<file path="config.mk">
export PLATFORM = sky130hd
export DESIGN_NAME = txd_poll_ctrl
export DESIGN_NICKNAME = d
export VERILOG_FILES = /design/src/rtl/txd_pkg.sv /design/src/rtl/txd_addr_step.sv /design/src/rtl/txd_flag.sv /design/src/rtl/txd_seq.sv /design/src/rtl/txd_poll_ctrl.sv
export SDC_FILE = /design/constraint.sdc
export NUM_CORES = 1
export LEC_CHECK = 0
export CAP_MARGIN = 0
export CELL_PAD_IN_SITES_DETAIL_PLACEMENT = 0
export CELL_PAD_IN_SITES_GLOBAL_PLACEMENT = 2
export CORE_UTILIZATION = 19
export CTS_CLUSTER_DIAMETER = 40
export DETAILED_ROUTE_END_ITERATION = 10
export GPL_TIMING_DRIVEN = 0
export MAX_ROUTING_LAYER = met4
export PLACE_DENSITY_LB_ADDON = 0.1
export SYNTH_ARGS = -nofsm -noshare
export SYNTH_HDL_FRONTEND = slang
export SYNTH_HIERARCHICAL = 1
export SYNTH_SLANG_ARGS = --single-unit
export TNS_END_PERCENT = 100
</file>
<file path="constraint.sdc">
create_clock -name clk -period 3.1 [get_ports clk]
set_input_delay 0.62 -clock clk [delete_from_list [all_inputs] [get_ports clk]]
set_output_delay 0.62 -clock clk [all_outputs]
set_load 0.01 [all_outputs]
</file>
<file path="src/rtl/txd_pkg.sv">
package txd_pkg;
   typedef enum logic [2:0] {
      TXS_STOP  = 3'd0,
      TXS_FREQ  = 3'd1,
      TXS_FWAIT = 3'd2,
      TXS_PROC  = 3'd3,
      TXS_WB    = 3'd4,
      TXS_SUSP  = 3'd5
   } txs_e;
endpackage

</file>
<file path="src/rtl/txd_addr_step.sv">
module txd_addr_step #(
   parameter int AW         = 32,
   parameter int SKIP_W     = 5,
   parameter int DESC_WORDS = 4
) (
   input  logic [AW-1:0]     cur_addr,
   input  logic [AW-1:0]     base_addr,
   input  logic [SKIP_W-1:0] skip_len,
   input  logic              wrap,
   output logic [AW-1:0]     next_addr
);
   localparam int DESC_BYTES = DESC_WORDS * 4;
   localparam int PAD_W      = AW - SKIP_W - 2;

   logic [AW-1:0] gap_bytes;
   logic [AW-1:0] stride;

   initial begin : prm_chk
      assert (PAD_W > 0) else $error("AW too small for SKIP_W");
      assert (DESC_WORDS > 0) else $error("DESC_WORDS must be positive");
   end

   assign gap_bytes = {{PAD_W{1'b0}}, skip_len, 2'b00};
   assign stride    = AW'(DESC_BYTES) + gap_bytes;
   assign next_addr = wrap ? base_addr : (cur_addr + stride);
endmodule

</file>
<file path="src/rtl/txd_flag.sv">
module txd_flag (
   input  logic clk,
   input  logic rst,
   input  logic set,
   input  logic clr,
   output logic q
);
   always_ff @(posedge clk) begin
      if (rst)      q <= 1'b0;
      else if (set) q <= 1'b1;
      else if (clr) q <= 1'b0;
   end


   flag_set_chk: assert property (@(posedge clk) disable iff (rst)
      set |=> q);

   flag_hold_chk: assert property (@(posedge clk) disable iff (rst)
      (!set && !clr) |=> $stable(q));
endmodule

</file>
<file path="src/rtl/txd_seq.sv">
module txd_seq
   import txd_pkg::*;
#(
   parameter int AW        = 32,
   parameter int DW        = 32,
   parameter int AVAIL_BIT = 31
) (
   input  logic          clk,
   input  logic          rst,
   input  logic          start_en,
   input  logic [AW-1:0] table_base,
   input  logic [AW-1:0] next_addr,
   input  logic          poll_wr,
   input  logic          underflow,
   input  logic          proc_done,
   input  logic          rd_req_ready,
   input  logic          rd_resp_valid,
   input  logic [DW-1:0] rd_resp_data,
   input  logic          wb_ready,
   output logic          rd_req_valid,
   output logic          wb_valid,
   output logic          proc_busy,
   output logic          suspended,
   output logic [AW-1:0] cur_addr,
   output logic [DW-1:0] desc_word,
   output logic          unavail_set
);
   txs_e st;

   initial begin : prm_chk
      assert (AVAIL_BIT < DW) else $error("AVAIL_BIT outside word");
   end

   always_ff @(posedge clk) begin
      if (rst) begin
         st        <= TXS_STOP;
         cur_addr  <= table_base;
         desc_word <= '0;
      end else begin
         case (st)
            TXS_STOP:  if (start_en) st <= TXS_FREQ;
            TXS_FREQ:  if (rd_req_ready) st <= TXS_FWAIT;
            TXS_FWAIT: if (rd_resp_valid) begin
                          desc_word <= rd_resp_data;
                          st <= rd_resp_data[AVAIL_BIT] ? TXS_PROC : TXS_SUSP;
                       end
            TXS_PROC:  if (underflow) st <= TXS_SUSP;
                       else if (proc_done) st <= TXS_WB;
            TXS_WB:    if (wb_ready) begin
                          cur_addr <= next_addr;
                          st <= TXS_FREQ;
                       end
            TXS_SUSP:  if (poll_wr) st <= TXS_FREQ;
            default:   st <= TXS_STOP;
         endcase
      end
   end

   assign rd_req_valid = (st == TXS_FREQ);
   assign wb_valid     = (st == TXS_WB);
   assign proc_busy    = (st == TXS_PROC);
   assign suspended    = (st == TXS_SUSP);
   assign unavail_set  = (st == TXS_FWAIT) && rd_resp_valid && !rd_resp_data[AVAIL_BIT];


   rd_hold_chk: assert property (@(posedge clk) disable iff (rst)
      (rd_req_valid && !rd_req_ready) |=> (rd_req_valid && $stable(cur_addr)));

   rd_single_chk: assert property (@(posedge clk) disable iff (rst)
      (rd_req_valid && rd_req_ready) |=> !rd_req_valid);

   step_chk: assert property (@(posedge clk) disable iff (rst)
      (wb_valid && wb_ready) |=> (cur_addr == $past(next_addr)));

   unavail_susp_chk: assert property (@(posedge clk) disable iff (rst)
      unavail_set |=> suspended);

   underflow_chk: assert property (@(posedge clk) disable iff (rst)
      (proc_busy && underflow) |=> (suspended && !wb_valid && $stable(cur_addr)));

   poll_chk: assert property (@(posedge clk) disable iff (rst)
      (suspended && poll_wr) |=> (rd_req_valid && $stable(cur_addr)));

   poll_ignore_chk: assert property (@(posedge clk) disable iff (rst)
      (proc_busy && poll_wr && !underflow && !proc_done) |=> proc_busy);
endmodule

</file>
<file path="src/rtl/txd_poll_ctrl.sv">
module txd_poll_ctrl #(
   parameter int AW         = 32,
   parameter int DW         = 32,
   parameter int SKIP_W     = 5,
   parameter int DESC_WORDS = 4,
   parameter int AVAIL_BIT  = 31,
   parameter int WRAP_BIT   = 30
) (
   input  logic              clk,
   input  logic              rst,
   input  logic              start_en,
   input  logic [AW-1:0]     table_base,
   input  logic [SKIP_W-1:0] skip_len,
   input  logic              poll_wr,
   input  logic              bu_clr,
   input  logic              underflow,
   input  logic              proc_done,
   output logic              rd_req_valid,
   input  logic              rd_req_ready,
   output logic [AW-1:0]     rd_addr,
   input  logic              rd_resp_valid,
   input  logic [DW-1:0]     rd_resp_data,
   output logic              wb_valid,
   input  logic              wb_ready,
   output logic [AW-1:0]     wb_addr,
   output logic [DW-1:0]     wb_data,
   output logic              proc_busy,
   output logic              suspended,
   output logic              buf_unavail,
   output logic [AW-1:0]     cur_addr,
   output logic [AW-1:0]     next_addr
);
   localparam logic [DW-1:0] AVAIL_MASK = DW'(1) << AVAIL_BIT;

   logic [DW-1:0] desc_word;
   logic          unavail_set;

   initial begin : prm_chk
      assert (WRAP_BIT < DW && WRAP_BIT != AVAIL_BIT)
         else $error("WRAP_BIT invalid");
   end

   txd_addr_step #(
      .AW(AW), .SKIP_W(SKIP_W), .DESC_WORDS(DESC_WORDS)
   ) u_step (
      .cur_addr  (cur_addr),
      .base_addr (table_base),
      .skip_len  (skip_len),
      .wrap      (desc_word[WRAP_BIT]),
      .next_addr (next_addr)
   );

   txd_seq #(
      .AW(AW), .DW(DW), .AVAIL_BIT(AVAIL_BIT)
   ) u_seq (
      .clk           (clk),
      .rst           (rst),
      .start_en      (start_en),
      .table_base    (table_base),
      .next_addr     (next_addr),
      .poll_wr       (poll_wr),
      .underflow     (underflow),
      .proc_done     (proc_done),
      .rd_req_ready  (rd_req_ready),
      .rd_resp_valid (rd_resp_valid),
      .rd_resp_data  (rd_resp_data),
      .wb_ready      (wb_ready),
      .rd_req_valid  (rd_req_valid),
      .wb_valid      (wb_valid),
      .proc_busy     (proc_busy),
      .suspended     (suspended),
      .cur_addr      (cur_addr),
      .desc_word     (desc_word),
      .unavail_set   (unavail_set)
   );

   txd_flag u_flag (
      .clk (clk),
      .rst (rst),
      .set (unavail_set),
      .clr (bu_clr),
      .q   (buf_unavail)
   );

   assign rd_addr = cur_addr;
   assign wb_addr = cur_addr;
   assign wb_data = desc_word & ~AVAIL_MASK;


   wb_hold_chk: assert property (@(posedge clk) disable iff (rst)
      (wb_valid && !wb_ready) |=> (wb_valid && $stable(wb_data) && $stable(wb_addr)));

   busy_hold_chk: assert property (@(posedge clk) disable iff (rst)
      (proc_busy && !proc_done && !underflow) |=> proc_busy);
endmodule

</file>
==> flow_metrics.py, run 1 <==
metrics = {
    "critical_path": {
        "cp_cell_sequence": "ha_4 > ha_4 > inv_2 > fa_2 > nor2b_2 > o31a_1 > buf_4 > o21ai_2 > or4_4 > a31oi_4 > buf_6",
        "max_stage_delay_ns": 0.50,
        "crit_top_cell": "ha_4",
        "slowest_stage": "or4_4",
        "critPathMaxFanout": 2,
        "startpoint_type": "flop",
        "endpoint_kind": "output port",
        "timing.critical_path.max_delay_family": "adder cells",
        "required_ns": 2.48,
        "critical_path_buf_inv_count": 3,
        "cp.arrival_ns": 2.87,
        "crit_type": "flop to output port",
    },
    "global_route": {
        "grt_max_degree": 18,
        "grt_overflow": 0,
        "antenna_found_initial": 0,
        "track_usage": 0.148,
        "grt_pass1_vias": 4539,
        "grt_pass1_wl_mm": 26.3,
    },
    "detailed_routing": {
        "wl_per_cell_um": 16.1,
        "drt_pass1_iterations": 4,
        "dr.first_iter.drc_count": 135,
        "drt_wl_total_mm": 17.1,
        "viasPerCell": 4.14,
        "num_vias": 4384,
        "ant_nets": 0,
        "post-route-drc-count": 0,
    },
    "sta": {
        "hold_violations": 0,
        "fin_skew_ns": 0.00808,
        "fin_tns_setup_ns": -4.79,
        "hold_ws_ns": 0.454,
        "period_share": 1.13,
        "rsz0062_at_grt": "true",
        "fmax_ghz": 0.286,
        "worstMarginPinSlew_ns": 0.710,
        "finalSetupViolCount": 22,
        "drv_slew": 0,
        "relSlewSlack": 0.527,
        "period_needed_ns": 3.49,
        "fin_ws_ns": -0.395,
    },
    "floorplanning": {
        "initial_core_util": 0.194,
        "io_pins": 244,
        "die_y_um": 154,
        "die_area_um2": 23800,
        "rows": 55,
        "coreArea_um2": 22700,
        "dieWidth_um": 154,
    },
    "power": {
        "switching_share": 0.316,
        "power_leakage_nw": 2.98,
        "power_density_nw_per_um2": 492,
        "finalPower_mw": 3.95,
        "pwr-share-clk": 0.279,
        "p_int_mw": 2.70,
        "power.switching_mw": 1.25,
        "ir_drop_mv": 0.243,
        "pwr-share-comb": 0.438,
        "p_seq_frac": 0.282,
    },
    "finish": {
        "drive_above_1_share": 0.339,
        "syn_to_final_growth_pct": 82.4,
        "final_cell_mix": "clkdlybuf4s50_1, buf_4, nand2_1",
        "final_cell_area_um2": 8040,
        "diodes": 0,
        "nets": 859,
        "utilization": 0.354,
        "instances_no_fill": 1059,
        "final_common_cell": "clkdlybuf4s50_1",
    },
    "run": {
        "drv_cap": 0,
    },
    "cts": {
        "cts_sinks": 67,
        "cts_tree": "done",
        "holdBufCountCts": 0,
        "clk_pin_slew_worst_paths_ns": 0.06,
        "clockRootBuffer": "clkbuf_16",
        "clk_path_buf_depth": 2,
        "clk_latency_ns": 0.34,
        "htree_num_levels": 3,
        "cts_buffers": 9,
    },
    "synth": {
        "synthesis.nets": 569,
        "synthCells": 479,
        "netlist_area_um2": 4410,
        "avgSynthCellArea_um2": 9.20,
        "ys_warn_count": 6,
    },
    "placed_design": {
        "port_buffers": 242,
        "dp_hpwl_mm": 12.8,
        "dpl_worst_slack_ns": -1.59,
        "dp.cells": 1007,
        "place_area_um2": 7260,
        "gp_congestion": 0.745,
    },
    "status": {
        "status": "finished with violations",
        "violations": "setup timing",
    },
    "min_path": {
        "hp-class": "flop to flop",
    },
}
-- power groups by stage --
stage / Combinational, mW / Clock, mW / Sequential (mW)
6_report: 1.73 / 1.10 / 1.12
5_1_grt: 1.86 / 1.19 / 1.13
4_1_cts: 1.67 / 1.16 / 1.12
3_5_place_dp: 1.44 / 0 / 1.15
3_3_place_gp: 1.43 / 0 / 1.15
2_1_floorplan: 0.668 / 0 / 1.15
-- layout make-up --
cell class	count	area [um^2]
tap	285	357
buffer	88	631
clock buffer	11	254
clock inverter	5	58.8
inverter	12	47.5
timing repair buffer	280	2670
sequential	67	1660
fill	2353	14700
multi-input combinational	311	2360
-- path summary, 6_finish.rpt --
path                        from                   to  slack, ns  cells past startpoint
max reg2reg    u_seq/cur_addr[3]   u_seq/cur_addr[27]       0.18                     13
min reg2reg  u_seq/desc_word[20]  u_seq/desc_word[20]       0.45                      2
max            u_seq/cur_addr[3]        next_addr[31]      -0.39                     11
min          u_seq/desc_word[20]  u_seq/desc_word[20]       0.45                      2
-- per-layer routing --
layer / GRT usage / vias up / part of all wire / wire length [um]
met5: - / - / 0 / 0
met4: 0.0495 / 0 / 0.013 / 227
met3: 0.0440 / 13 / 0.072 / 1230
met2: 0.257 / 150 / 0.50 / 8530
met1: 0.162 / 2051 / 0.41 / 7080
li1: - / 2170 / - / -
-- worst reg2reg max path, stage by stage, from the launching register on --
cell       delay, ns
edfxtp_1        0.43
ha_4            0.30
ha_4            0.12
inv_2           0.03
fa_2            0.34
nor2b_2         0.15
o31a_1          0.18
buf_4           0.14
buf_4           0.10
buf_4           0.09
o2111ai_2       0.10
xnor2_1         0.16
mux2_4          0.27
mux2_2          0.26
-- registers in the layout, summed over array words and instances (netlist names) --
| register | cells |
|---|---|
| u_seq/desc_word | 31 |
| u_seq/st | 3 |
| u_seq/cur_addr | 32 |
| u_flag/q | 1 |
-- what timing repair did --
item / CTS / global route
endpoints found under the hold margin: 0 / 0
gates cloned: 0 / 0
pin swaps: 23 / 18
setup buffers: 24 / 15
resized for setup: 179 / 22
endpoints found under the setup margin: 47 / 27
No activity file was read; power rests on OpenSTA's default activity.
==> run 2: changes to the inputs <==
--- a/config.mk
+++ b/config.mk
@@ -5,7 +5,6 @@
 export SDC_FILE = /design/constraint.sdc
 export NUM_CORES = 1
 export LEC_CHECK = 0
-export CAP_MARGIN = 0
 export CELL_PAD_IN_SITES_DETAIL_PLACEMENT = 0
 export CELL_PAD_IN_SITES_GLOBAL_PLACEMENT = 2
 export CORE_UTILIZATION = 19
==> results of run 2 <==
Final layout, timing and power as in run 1 (identical DEF).
==> run 3: changes to the inputs <==
--- a/config.mk
+++ b/config.mk
@@ -11,6 +11,7 @@
 export CTS_CLUSTER_DIAMETER = 40
 export DETAILED_ROUTE_END_ITERATION = 10
 export GPL_TIMING_DRIVEN = 0
+export HOLD_SLACK_MARGIN = 0.06
 export MAX_ROUTING_LAYER = met4
 export PLACE_DENSITY_LB_ADDON = 0.1
 export SYNTH_ARGS = -nofsm -noshare
==> results of run 3 <==
Final layout, timing and power as in run 1 (identical DEF).
